==> src/rtl/prio_irq_ctrl.sv <==
module prio_irq_ctrl #(
  parameter int NUM_IRQ = 16,
  parameter int NUM_CPU = 2,
  parameter int AW      = 8,
  parameter int DW      = 32,
  localparam int CPU_W  = (NUM_CPU > 1) ? $clog2(NUM_CPU) : 1,
  localparam int IW     = (NUM_IRQ > 1) ? $clog2(NUM_IRQ) : 1
) (
  input  logic               clk,
  input  logic               rst_n,
  input  logic [NUM_IRQ-1:0] hw_irq,
  input  logic [CPU_W-1:0]   cpu_id,
  input  logic               wr_en,
  input  logic               rd_en,
  input  logic [AW-1:0]      addr,
  input  logic [DW-1:0]      wdata,
  output logic [DW-1:0]      rdata,
  output logic [NUM_CPU-1:0] irq_out
);

  logic [NUM_IRQ-1:0] irq_mask, sw_trig;
  logic [NUM_CPU-1:0] irq_route [NUM_IRQ];
  logic [1:0]         ipi_pend  [NUM_CPU];
  logic [1:0]         ipi_mask  [NUM_CPU];

  wire [3:0]       off     = addr[3:0];
  wire             in_rt   = !addr[AW-1] && addr[AW-2];
  wire [CPU_W-1:0] vcpu    = addr[AW-1] ? addr[CPU_W+3:4] : cpu_id;
  wire             vok     = int'(vcpu) < NUM_CPU;
  wire [IW-1:0]    ridx    = addr[IW-1:0];
  wire             ridx_ok = int'(addr[5:0]) < NUM_IRQ;
  wire             rd_ev   = rd_en && !in_rt && off == 4'd0 && vok;
  wire [NUM_IRQ-1:0] level = hw_irq | sw_trig;

  logic [1:0]         ev_type [NUM_CPU];
  logic [15:0]        ev_num  [NUM_CPU];
  logic [NUM_CPU-1:0] any_cand;

  always_comb begin
    for (int c = 0; c < NUM_CPU; c++) begin
      ev_type[c] = 2'd0;
      ev_num[c]  = 16'd0;
      if (ipi_pend[c][1] && !ipi_mask[c][1]) begin
        ev_type[c] = 2'd2;
        ev_num[c]  = 16'd1;
      end
      if (ipi_pend[c][0] && !ipi_mask[c][0]) begin
        ev_type[c] = 2'd2;
        ev_num[c]  = 16'd0;
      end
      for (int i = NUM_IRQ - 1; i >= 0; i--) begin
        if (level[i] && !irq_mask[i] && irq_route[i][c]) begin
          ev_type[c] = 2'd1;
          ev_num[c]  = 16'(i);
        end
      end
      any_cand[c] = ev_type[c] != 2'd0;
    end
  end

  logic [DW-1:0] rd_val;
  always_comb begin
    rd_val = '0;
    if (in_rt) begin
      if (ridx_ok) rd_val[NUM_CPU-1:0] = irq_route[ridx];
    end else begin
      case (off)
        4'd0:       if (vok) begin
                      rd_val[17:16] = ev_type[vcpu];
                      rd_val[15:0]  = ev_num[vcpu];
                    end
        4'd3, 4'd4: if (vok) begin
                      rd_val[5:4] = ipi_pend[vcpu];
                      rd_val[1:0] = ipi_mask[vcpu];
                    end
        4'd8, 4'd9:   rd_val[NUM_IRQ-1:0] = irq_mask;
        4'd10, 4'd11: rd_val[NUM_IRQ-1:0] = sw_trig;
        default: ;
      endcase
    end
  end

  always_ff @(posedge clk or negedge rst_n) begin
    if (!rst_n) begin
      irq_mask <= '1;
      sw_trig  <= '0;
      for (int i = 0; i < NUM_IRQ; i++) irq_route[i] <= '1;
      for (int c = 0; c < NUM_CPU; c++) begin
        ipi_pend[c] <= 2'b00;
        ipi_mask[c] <= 2'b00;
      end
      rdata   <= '0;
      irq_out <= '0;
    end else begin
      irq_out <= any_cand;
      if (wr_en) begin
        if (in_rt) begin
          if (ridx_ok) irq_route[ridx] <= wdata[NUM_CPU-1:0];
        end else begin
          case (off)
            4'd1:  if (vok && wdata[0]) ipi_pend[vcpu][0] <= 1'b1;
            4'd2:  for (int c = 0; c < NUM_CPU; c++)
                     if (wdata[c]) ipi_pend[c][1] <= 1'b1;
            4'd3:  if (vok) ipi_mask[vcpu] <= ipi_mask[vcpu] | wdata[1:0];
            4'd4:  if (vok) ipi_mask[vcpu] <= ipi_mask[vcpu] & ~wdata[1:0];
            4'd8:  irq_mask <= irq_mask | wdata[NUM_IRQ-1:0];
            4'd9:  irq_mask <= irq_mask & ~wdata[NUM_IRQ-1:0];
            4'd10: sw_trig  <= sw_trig | wdata[NUM_IRQ-1:0];
            4'd11: sw_trig  <= sw_trig & ~wdata[NUM_IRQ-1:0];
            default: ;
          endcase
        end
      end
      if (rd_en) begin
        rdata <= rd_val;
        if (rd_ev) begin
          if (ev_type[vcpu] == 2'd1) begin
            irq_mask[ev_num[vcpu][IW-1:0]] <= 1'b1;
          end else if (ev_type[vcpu] == 2'd2) begin
            ipi_pend[vcpu][ev_num[vcpu][0]] <= 1'b0;
            ipi_mask[vcpu][ev_num[vcpu][0]] <= 1'b1;
          end
        end
      end
    end
  end


  empty_read_chk: assert property (@(posedge clk) disable iff (!rst_n)
    rd_ev && !wr_en && !any_cand[vcpu] |=> rdata == '0 && $stable(irq_mask));


  hw_automask_chk: assert property (@(posedge clk) disable iff (!rst_n)
    rd_ev && !wr_en && ev_type[vcpu] == 2'd1 |=> irq_mask[$past(ev_num[vcpu][IW-1:0])]);


  event_field_chk: assert property (@(posedge clk) disable iff (!rst_n)
    rd_ev |=> rdata[17:16] != 2'd3 && (rdata[17:16] != 2'd1 || rdata[15:0] < 16'(NUM_IRQ)));

  generate
    for (genvar g = 0; g < NUM_CPU; g++) begin : g_ipi_chk

      ipi_hold_chk: assert property (@(posedge clk) disable iff (!rst_n)
        $fell(ipi_pend[g][1]) |-> $past(rd_ev && int'(vcpu) == g));
    end
  endgenerate

endmodule

==> config.mk <==
export PLATFORM = sky130hd
export DESIGN_NAME = prio_irq_ctrl
export DESIGN_NICKNAME = d
export VERILOG_FILES = /design/src/rtl/prio_irq_ctrl.sv
export SDC_FILE = /design/constraint.sdc
export NUM_CORES = 1
export LEC_CHECK = 0
export BUFFER_PORTS_ARGS = -buffer_cell sky130_fd_sc_hd__buf_2
export CORE_MARGIN = 2
export CORE_UTILIZATION = 34
export DETAILED_ROUTE_END_ITERATION = 7
export GPL_ROUTABILITY_DRIVEN = 1
export GPL_TIMING_DRIVEN = 0
export PLACE_DENSITY = 0.52
export SLEW_MARGIN = 20
export SYNTH_ARGS = -nofsm -noshare
export SYNTH_HDL_FRONTEND = slang
export SYNTH_SLANG_ARGS = --single-unit
export TNS_END_PERCENT = 100
==> constraint.sdc <==
create_clock -name clk -period 2.45 [get_ports clk]
set_input_delay 0.245 -clock clk [delete_from_list [all_inputs] [get_ports clk]]
set_output_delay 0.245 -clock clk [all_outputs]
set_load 0.05 [all_outputs]
# ---- After elaboration in Yosys (flattened, before gate mapping)
# Index checks and enable logic that the tools add are counted.
dict set report classes {
  eq_ne 10
  n_bitwise 17
  order_cmp 9
  reduce_logical 90
  muxes 138
}
# op count
set op_table {}
lappend op_table {{16-bit 2-to-1 mux} 40}
lappend op_table {{2-bit 2-to-1 mux} 53}
lappend op_table {{16-bit bitwise OR} 4}
lappend op_table {{16-bit case mux with 2 select lines} 2}
lappend op_table {{4-bit 2-to-1 mux} 15}
lappend op_table {{1-bit logical AND} 59}
lappend op_table {{16-bit AND} 2}
lappend op_table {{32-bit bitwise mux} 1}
lappend op_table {{10-bit case mux with 3 select lines} 1}
lappend op_table {{1-bit logical NOT} 22}
lappend op_table {{4-bit == test (second input constant)} 4}
lappend op_table {{16-bit NOT} 1}
lappend op_table {{2-bit case mux with 4 select lines} 2}
lappend op_table {{1-bit 2-to-1 mux} 11}
lappend op_table {{2-bit binary-select mux with 4-bit select} 1}
lappend op_table {{4-bit bitwise mux} 2}
lappend op_table {{2-bit demux with 4-bit select} 1}
lappend op_table {{4-bit by 2-bit == test with 1-bit output (second input constant)} 2}
lappend op_table {{4-bit bitwise OR} 2}
lappend op_table {{4-bit case mux with 2 select lines} 1}
lappend op_table {{2-bit demux with 1-bit select} 3}
lappend op_table {{6-bit by 5-bit < comparator with 1-bit output (second input constant)} 1}
lappend op_table {{2-bit case mux with 3 select lines} 1}
lappend op_table {{3-bit AND reduction} 2}
lappend op_table {{other kinds (26)} 31}
dict set report totals {
  ff_bits 92
  word_cells 288
  inputBits 61
  out_inout_bits 34
}

# ---- Logic depth before layout (Yosys ltp)
# Gate-level depths: netlist of run 1.
dict set report depth {
  word_depth 35
  mapped_depth 9
  mapped_depth_nobuf 7
}

# ---- Least setup slack after synthesis of run 1
# No wires, ideal clock.
dict set report synth_path {
  path_kind {register to register}
  from {register irq_mask[8]}
  to {register irq_mask[7]}
  synth_period_minus_slack_ns 2.041
  t_arrival_ns 1.944
  path_stages_with_launch 9
  slack_ns 0.409
  n_path_buf 1
  required_time_ns 2.353
  setup_time_ns 0.097
  path_cell_list {dfstp_2 -> o21ba_4 -> a2111o_1 -> a21boi_1 -> a311oi_1 -> nand2b_4 -> and2_4 -> buf_6 -> o41ai_2}
}
dict set report synth_between {
  elab_chain_cells 23
  elab_cells_between_ends 56
  cone_classes {order compare (2); eq/ne (1); mux (47); bitwise (1); reduce/logical (5)}
}
# element line_no
set synth_lines {}
lappend synth_lines {{from (decl)} 21} ;# logic [NUM_IRQ-1:0] irq_mask, sw_trig;
lappend synth_lines {{from (signal assigned)} 106} ;# 4'd8: irq_mask <= irq_mask | wdata[NUM_IRQ-1:0];
lappend synth_lines {{from (signal assigned)} 107} ;# 4'd9: irq_mask <= irq_mask & ~wdata[NUM_IRQ-1:0];
lappend synth_lines {{1-bit logical NOT (*)} 52} ;# if (level[i] && !irq_mask[i] && irq_route[i][c]) begin
lappend synth_lines {{1-bit logical AND (*)} 52}
lappend synth_lines {{1-bit logical AND} 52}
lappend synth_lines {{16-bit 2-to-1 mux (9 in a row)} 52}
lappend synth_lines {{16-bit 2-to-1 mux (3 in a row)} n/a}
lappend synth_lines {{4-bit by 5-bit < comparator with 1-bit output (not written as such) / 4-bit by 1-bit greater-or-equal comparator with 1-bit output (equally long branches)} 118} ;# irq_mask[ev_num[vcpu][IW-1:0]] <= 1'b1;
lappend synth_lines {{1-bit logical AND (not written as such)} 118}
lappend synth_lines {{1-bit 2-to-1 mux (not written as such)} 118}
lappend synth_lines {{1-bit demux with 4-bit select} 118}
lappend synth_lines {{16-bit bitwise OR (no source line)} n/a}
lappend synth_lines {{16-bit 2-to-1 mux (*)} 117} ;# if (ev_type[vcpu] == 2'd1) begin
lappend synth_lines {{16-bit 2-to-1 mux (*)} 116} ;# if (rd_ev) begin
lappend synth_lines {{16-bit 2-to-1 mux (*)} 114} ;# if (rd_en) begin
# Mark *: on every way between the ends. The rest lies on a longest branch, timed or not. The select of a mux whose other input is x is not followed.
# A chain may end at the register's enable or synchronous reset.

# ---- Final worst setup path of run 1
dict set report layout_path {
  from {register irq_mask[6]}
  to {register irq_mask[0]}
}
dict set report layout_between {
  elab_chain_cells 21
  elab_cells_between_ends 48
  cone_classes {order compare (2); eq/ne (1); mux (39); bitwise (1); reduce/logical (5)}
}
# element line_no
set layout_lines {}
lappend layout_lines {{1-bit logical NOT (*)} 52}
lappend layout_lines {{1-bit logical AND (*)} 52}
lappend layout_lines {{1-bit logical AND} 52}
lappend layout_lines {{16-bit 2-to-1 mux (7 in a row)} 52}
lappend layout_lines {{16-bit 2-to-1 mux (3 in a row)} n/a}
lappend layout_lines {{4-bit by 5-bit < comparator with 1-bit output (not written as such) / 4-bit by 1-bit greater-or-equal comparator with 1-bit output (equally long branches)} 118}
lappend layout_lines {{1-bit logical AND (not written as such)} 118}
lappend layout_lines {{1-bit 2-to-1 mux (not written as such)} 118}
lappend layout_lines {{1-bit demux with 4-bit select} 118}
lappend layout_lines {{16-bit bitwise OR (no source line)} n/a}
lappend layout_lines {{16-bit 2-to-1 mux (*)} 117}
lappend layout_lines {{16-bit 2-to-1 mux (*)} 116}
lappend layout_lines {{16-bit 2-to-1 mux (*)} 114}
# Marks and branches as above.

==> results.json, run 1 <==
{
  "synth.ff_latch_count": 92,
  "r2r-start": "irq_mask[6]$_DFF_PN1_",
  "fin_nets": 714,
  "num_antenna_cells": 0,
  "cp.required_ns": 2.76,
  "synth-edff-count": 0,
  "max-vdd-ir-drop_uv": 350,
  "r2r_slack_ns": 0.03,
  "finalCriticalPeriod_ns": 2.42,
  "end_kind": "flop",
  "yosys-top-cells-area": "dfstp_2 (23%), dfrtp_1 (20%), mux2_2 (6.7%)",
  "drcViolationCount": 0,
  "setup_viol": 0,
  "yosys.area_share.simple": 0.159,
  "chipWidth_um": 132,
  "ys_async_sr_fraction": 1.00,
  "cts.sink_count": 92,
  "synth_area_um2": 5550,
  "final_common_cell": "nand2_1",
  "p_leak_nw": 2.80,
  "reg2regPathDepth": 7,
  "min_from": "wdata[11]",
  "syn_to_final_growth_pct": 19.8,
  "final_cell_mix": "nand2_1 (81), buf_2 (66), dfstp_2 (48)",
  "clk_path_buf_depth": 2,
  "finalWirelength_mm": 17.9,
  "hold_violations": 0,
  "max_cap_viol_count": 0,
  "grt_pass1_wl_mm": 27.9,
  "r2r_end": "irq_mask[0]$_DFF_PN1_",
  "final_area_um2": 6650,
  "cts_made_buffers": 9,
  "vias": 4907,
  "dp_hpwl_mm": 13.7,
  "p_per_area_nw_per_um2": 739,
  "drt-vias-per-instance": 5.61,
  "yosys.area.top_type": "dfstp_2",
  "synthesis.instances": 561,
  "place.gp.congestion": 0.949,
  "synth_mux_area_frac": 0.141,
  "seqCellArea_um2": 2360,
  "clk_pin_slew_ns": 0.07,
  "dieArea_um2": 17400,
  "drive_gt1_frac": 0.386,
  "synth_top_area_share": 0.227,
  "cts_tree": "built",
  "drt_iter0_markers": 343,
  "yosys_warnings": 0,
  "grt_pass1_vias": 4747,
  "grt_max_degree": 50,
  "chipHeight_um": 132,
  "synth.distinct_cells": 66,
  "outcome": "finished clean",
  "core_area_um2": 15900,
  "relSlewSlack": 0.497,
  "fin_skew_ns": 0.0135,
  "synthAdderAreaFrac": 0,
  "critPathKind": "reg2reg",
  "ys.flop_type": "dfstp_2",
  "clock_latency_ns": 0.36,
  "drtAntennaViolNets": 0,
  "hold_depth": 3,
  "multi_input_area_um2": 3020,
  "slew_viol_final": 0,
  "antenna_found_initial": 0,
  "htreeDepth": 3,
  "cts_root_buffer": "clkbuf_16",
  "tightest_slew_ns": 0.749,
  "synth-seq-area-share": 0.426,
  "overflow": 0,
  "dpl_cell_area_um2": 6210,
  "critical_path_arrival_ns": 2.73,
  "hold_path.class": "in2reg",
  "n_fill_cell": 1565,
  "synth_xor_area_frac": 0,
  "fmax_ghz": 0.414,
  "ios": 95,
  "p_total_w": 0.00491,
  "fin_util": 0.417,
  "synth_top_family_by_area": "compound AO/OA/AOI/OAI gates",
  "port_buffers": 63,
  "initial_core_util": 0.348,
  "startpoint": "irq_mask[6]$_DFF_PN1_",
  "rows": 46,
  "cp-start-kind": "flop",
  "grt_usage": 0.210,
  "firstDrtPassIters": 5,
  "timing.hold.ws_ns": 0.159,
  "wl_per_cell_um": 20.5,
  "synth_compound_area_frac": 0.220,
  "min_period_over_period": 0.986,
  "syn_area_per_cell_um2": 9.89,
  "crit_fanout": 6
}
## stage by stage
step                setup TNS [ns]  std cells  setup WS [ns]
floorplan                        0        574          0.409
global placement            -0.360        853        -0.0924
detailed placement          -0.437        854         -0.103
CTS                              0        871         0.0164
global route               -0.0506        874        -0.0223
finish                           0        874         0.0342
## worst max-delay path: stages (launching register included)
cell	delay, ns
dfstp_2	0.55
o21ba_2	0.21
a22oi_2	0.31
a21bo_2	0.27
a31oi_1	0.22
o22ai_2	0.22
nor2_1	0.37
a31o_2	0.22
## worst max-delay path by stage
stage                             end  slack, ns  cells past startpoint
2_1_floorplan   irq_mask[7]$_DFF_PN1_       0.41                      8
3_3_place_gp    irq_mask[6]$_DFF_PN1_      -0.09                      7
3_5_place_dp    irq_mask[6]$_DFF_PN1_      -0.10                      7
4_1_cts        irq_mask[11]$_DFF_PN1_       0.02                      6
5_1_grt        irq_mask[11]$_DFF_PN1_      -0.02                      6
6_report        irq_mask[0]$_DFF_PN1_       0.03                      7
## area by class of cell
class / count / area share
plain buffers: 38 / 0.0324
multi-input cells: 422 / 0.455
well taps: 216 / 0.0407
repair buffers: 68 / 0.0574
inverters: 22 / 0.0124
clock buffers: 10 / 0.0360
clock inverters: 6 / 0.0107
flip-flops and latches: 92 / 0.355
## power breakdown
part / internal, W / switching (W) / total [W]
Clock: 0.000830 / 0.000646 / 0.00148
Combinational: 0.000546 / 0.000894 / 0.00144
Sequential: 0.00181 / 0.000184 / 0.00199
Total: 0.00319 / 0.00172 / 0.00491
## logic make-up after synthesis
group                  count (synthesis)
AND/OR/NAND/NOR                      182
flip-flops                            92
buffers and inverters                 60
other                                  1
AO/OA/AOI/OAI                        165
multiplexers                          61
## what timing repair did
action                     4_1_cts  5_1_grt
setup endpoints to repair        9       19
pin swaps                        0        5
gates resized for setup          4       15
hold buffers                     1        0
buffers inserted                 0        3
hold endpoints to repair        11        0
gates cloned                     0        0
## cell usage after synthesis, drive strengths merged (4+ instances only)
cell type  number
nor2           28
mux4           10
mux2           33
and2           10
o21ba          16
a31oi          17
inv            22
buf            21
nor3           13
o221ai          6
clkbuf         17
nand2          85
nand2b         10
o21ai          26
o31ai           6
nand3          16
dfstp          48
o22ai          16
dfrtp          44
a31o           11
nand4           5
a22oi          15
nor2b           4
a21oi          25
mux2i          18
## per-layer routing
metal	wire, um	GRT usage	vias to the layer above
li1	-	-	2245
met1	8210	0.291	2444
met2	8390	0.332	190
met3	898	0.0301	28
met4	426	0.0821	0
met5	0	0	-
Note: power is estimated with default switching activity, not from simulation.
==> run 2: changes to the inputs <==
--- a/config.mk
+++ b/config.mk
@@ -5,6 +5,7 @@
 export SDC_FILE = /design/constraint.sdc
 export NUM_CORES = 1
 export LEC_CHECK = 0
+export ABC_AREA = 1
 export BUFFER_PORTS_ARGS = -buffer_cell sky130_fd_sc_hd__buf_2
 export CORE_MARGIN = 2
 export CORE_UTILIZATION = 34
==> run 2 against run 1 <==
Effect of this change: cell count up 13%; clock power down 5%; first-iteration DRC count up 17%; highest routed layer unchanged.
==> results.json, run 2 <==
{
  "outcome": "finished clean",
  "clock_latency_ns": 0.36,
  "final_common_cell": "nand2_1",
  "finalWirelength_mm": 17.0,
  "setup_viol": 0,
  "relSlewSlack": 0.509,
  "max_cap_viol_count": 0,
  "critPathKind": "reg2reg",
  "crit_fanout": 4,
  "drt-vias-per-instance": 5.22,
  "ys_async_sr_fraction": 1.00,
  "overflow": 0,
  "hold_path.class": "in2reg",
  "firstDrtPassIters": 5,
  "yosys.area.top_type": "dfstp_2",
  "cts_tree": "built",
  "cts_made_buffers": 9,
  "synthesis.instances": 706,
  "syn_to_final_growth_pct": 18.9,
  "htreeDepth": 3,
  "fin_nets": 858,
  "drcViolationCount": 0,
  "clk_pin_slew_ns": 0.07,
  "min_period_over_period": 0.934,
  "top_usage_layer": "met2",
  "wl_per_cell_um": 17.2,
  "cp_slowest_cell": "dfstp_2",
  "synth-edff-count": 0,
  "switchingPower_w": 0.00167,
  "num_antenna_cells": 0,
  "grt_pass1_vias": 4919,
  "syn_area_per_cell_um2": 7.38,
  "synth.distinct_cells": 36,
  "grt_usage": 0.214,
  "stdcell_count": 990,
  "core_area_um2": 15100,
  "fin_tns_setup_ns": 0,
  "p_per_area_nw_per_um2": 749,
  "p_leak_nw": 2.82,
  "crit_chain": "nor2_1 > nand2_1 > nand2_1 > nor2_1 > nand2_1 > nor4_2 > nand2_1 > nor3_2 > nand3_1 > o21ai_1 > inv_1",
  "min_from": "wdata[0]",
  "max-vdd-ir-drop_uv": 345,
  "dpl_cell_area_um2": 5840,
  "hold_depth": 3,
  "synth.ff_latch_count": 92,
  "yosysMostFrequentCell": "nand2_1",
  "antenna_found_initial": 0,
  "cp-start-kind": "flop",
  "grt.met3_usage": 0.0392,
  "r2r-start": "irq_mask[12]$_DFF_PN1_",
  "cts.sink_count": 92,
  "fmax_ghz": 0.437,
  "p_total_w": 0.00464,
  "max_stage_delay_ns": 0.55,
  "synth-seq-area-share": 0.453,
  "yosys_warnings": 0,
  "crit_top_cell": "nand2_1",
  "dp_hpwl_mm": 13.0,
  "drt_iter0_markers": 403,
  "initial_core_util": 0.345,
  "end_kind": "flop",
  "port_buffers": 62,
  "finalCriticalPeriod_ns": 2.29,
  "synth_area_um2": 5210,
  "swShare": 0.359,
  "seq_power_share": 0.427,
  "ys.flop_type": "dfstp_2",
  "p_comb_frac": 0.269,
  "hold_violations": 0,
  "r2r_slack_ns": 0.16,
  "globalRouteMet2Util": 0.343,
  "clkPwrFrac": 0.304,
  "slew_viol_final": 0,
  "place.gp.congestion": 0.905,
  "drive_gt1_frac": 0.211,
  "reg2regPathDepth": 11,
  "final_cell_mix": "nand2_1 (195), nor2_1 (108), o21ai_0 (74)",
  "grt_max_degree": 49,
  "chipWidth_um": 128,
  "final_area_um2": 6190,
  "synth_top_area_share": 0.242,
  "grt_util_met1": 0.286,
  "chipHeight_um": 128,
  "placed_cells": 970,
  "rsz0062_at_grt": "yes",
  "critical_path_arrival_ns": 2.54,
  "cp.required_ns": 2.71,
  "startpoint": "irq_mask[12]$_DFF_PN1_",
  "ios": 95,
  "drtAntennaViolNets": 0,
  "yosys-top-cells-area": "dfstp_2 (24%), dfrtp_1 (21%), nand2_1 (14%)",
  "cts_root_buffer": "clkbuf_16",
  "synth_common_cells": "nand2_1 (195), nor2_1 (111), o21ai_0 (75), inv_1 (54), dfstp_2 (48)",
  "intPower_w": 0.00297,
  "tightest_slew_ns": 0.730,
  "fin_skew_ns": 0.0104,
  "dieArea_um2": 16300,
  "rows": 45,
  "clk_path_buf_depth": 2,
  "grt_pass1_wl_mm": 26.6,
  "vias": 5167
}
-- run 2: cell types whose count changed after synthesis, sizes merged, moves of 13 or more --
cell	change
a22oi	+14
a31oi	-13
inv	+34
mux2	-33
mux2i	-18
nand2	+113
nand3	+13
nor2	+87
o21ai	+56
o21ba	-16
-- run 2: cell families (layout without fill, tap and decap cells) --
group,count (synthesis),after routing,synth area share
flops,92,92,0.453
buf+inv,88,171,0.0744
other cells,1,14,0.000720
simple gates,353,353,0.276
compound gates,172,172,0.195
-- run 2: power groups by stage --
stage          clock [W]  sequential, W  combinational [W]
2_1_floorplan          0        0.00206           0.000742
3_3_place_gp           0        0.00199            0.00119
3_5_place_dp           0        0.00200            0.00121
4_1_cts          0.00143        0.00198            0.00122
5_1_grt          0.00149        0.00201            0.00139
6_report         0.00141        0.00198            0.00125
-- run 2: stage by stage --
stage / hold WS (ns) / util / setup WS (ns)
2_1_floorplan: -0.0506 / - / 0.609
3_3_place_gp: 0.462 / 0.385 / 0.0367
3_5_place_dp: 0.198 / 0.387 / 0.0362
4_1_cts: 0.220 / 0.407 / 0.0562
5_1_grt: 0.266 / 0.410 / -0.0173
6_report: 0.223 / 0.410 / 0.162
-- run 2: worst max-delay path, delay by kind of cell, from the launching register on --
| family | cells | cell delay [ns] |
|---|---|---|
| flops | 1 | 0.55 |
| buf+inv | 1 | 0.05 |
| simple gates | 9 | 1.49 |
| compound gates | 1 | 0.10 |
-- run 2: metal layers --
layer  vias to the layer above  wire length (um)
met5                         -                 0
met1                      2475              7860
met4                         0               419
met3                        24               818
li1                       2509                 -
met2                       159              7950
-- run 2: layout make-up --
cell class,instances,area (um2)
well taps,188,235
plain buffers,31,171
clock inverters,4,30.0
fillers,1604,8900
inverters,57,216
flip-flops and latches,92,2360
clock buffers,12,267
multi-input cells,539,2530
repair buffers,67,377
-- run 2: worst paths after layout --
kind                                         end
min in group asynchronous  rdata[13]$_DFFE_PN0P_
max in group asynchronous  irq_mask[4]$_DFF_PN1_
hold / removal             ipi_pend[0]$_DFF_PN0_
hold reg to reg             rdata[5]$_DFFE_PN0P_
setup / recovery           ipi_pend[3]$_DFF_PN0_
setup reg to reg           ipi_pend[3]$_DFF_PN0_
-- run 2: timing repair --
action / 4_1_cts / 5_1_grt
hold buffers: 1 / 0
resized for setup: 0 / 7
endpoints found under the setup margin: 0 / 19
setup buffers: 0 / 3
endpoints found under the hold margin: 12 / 0
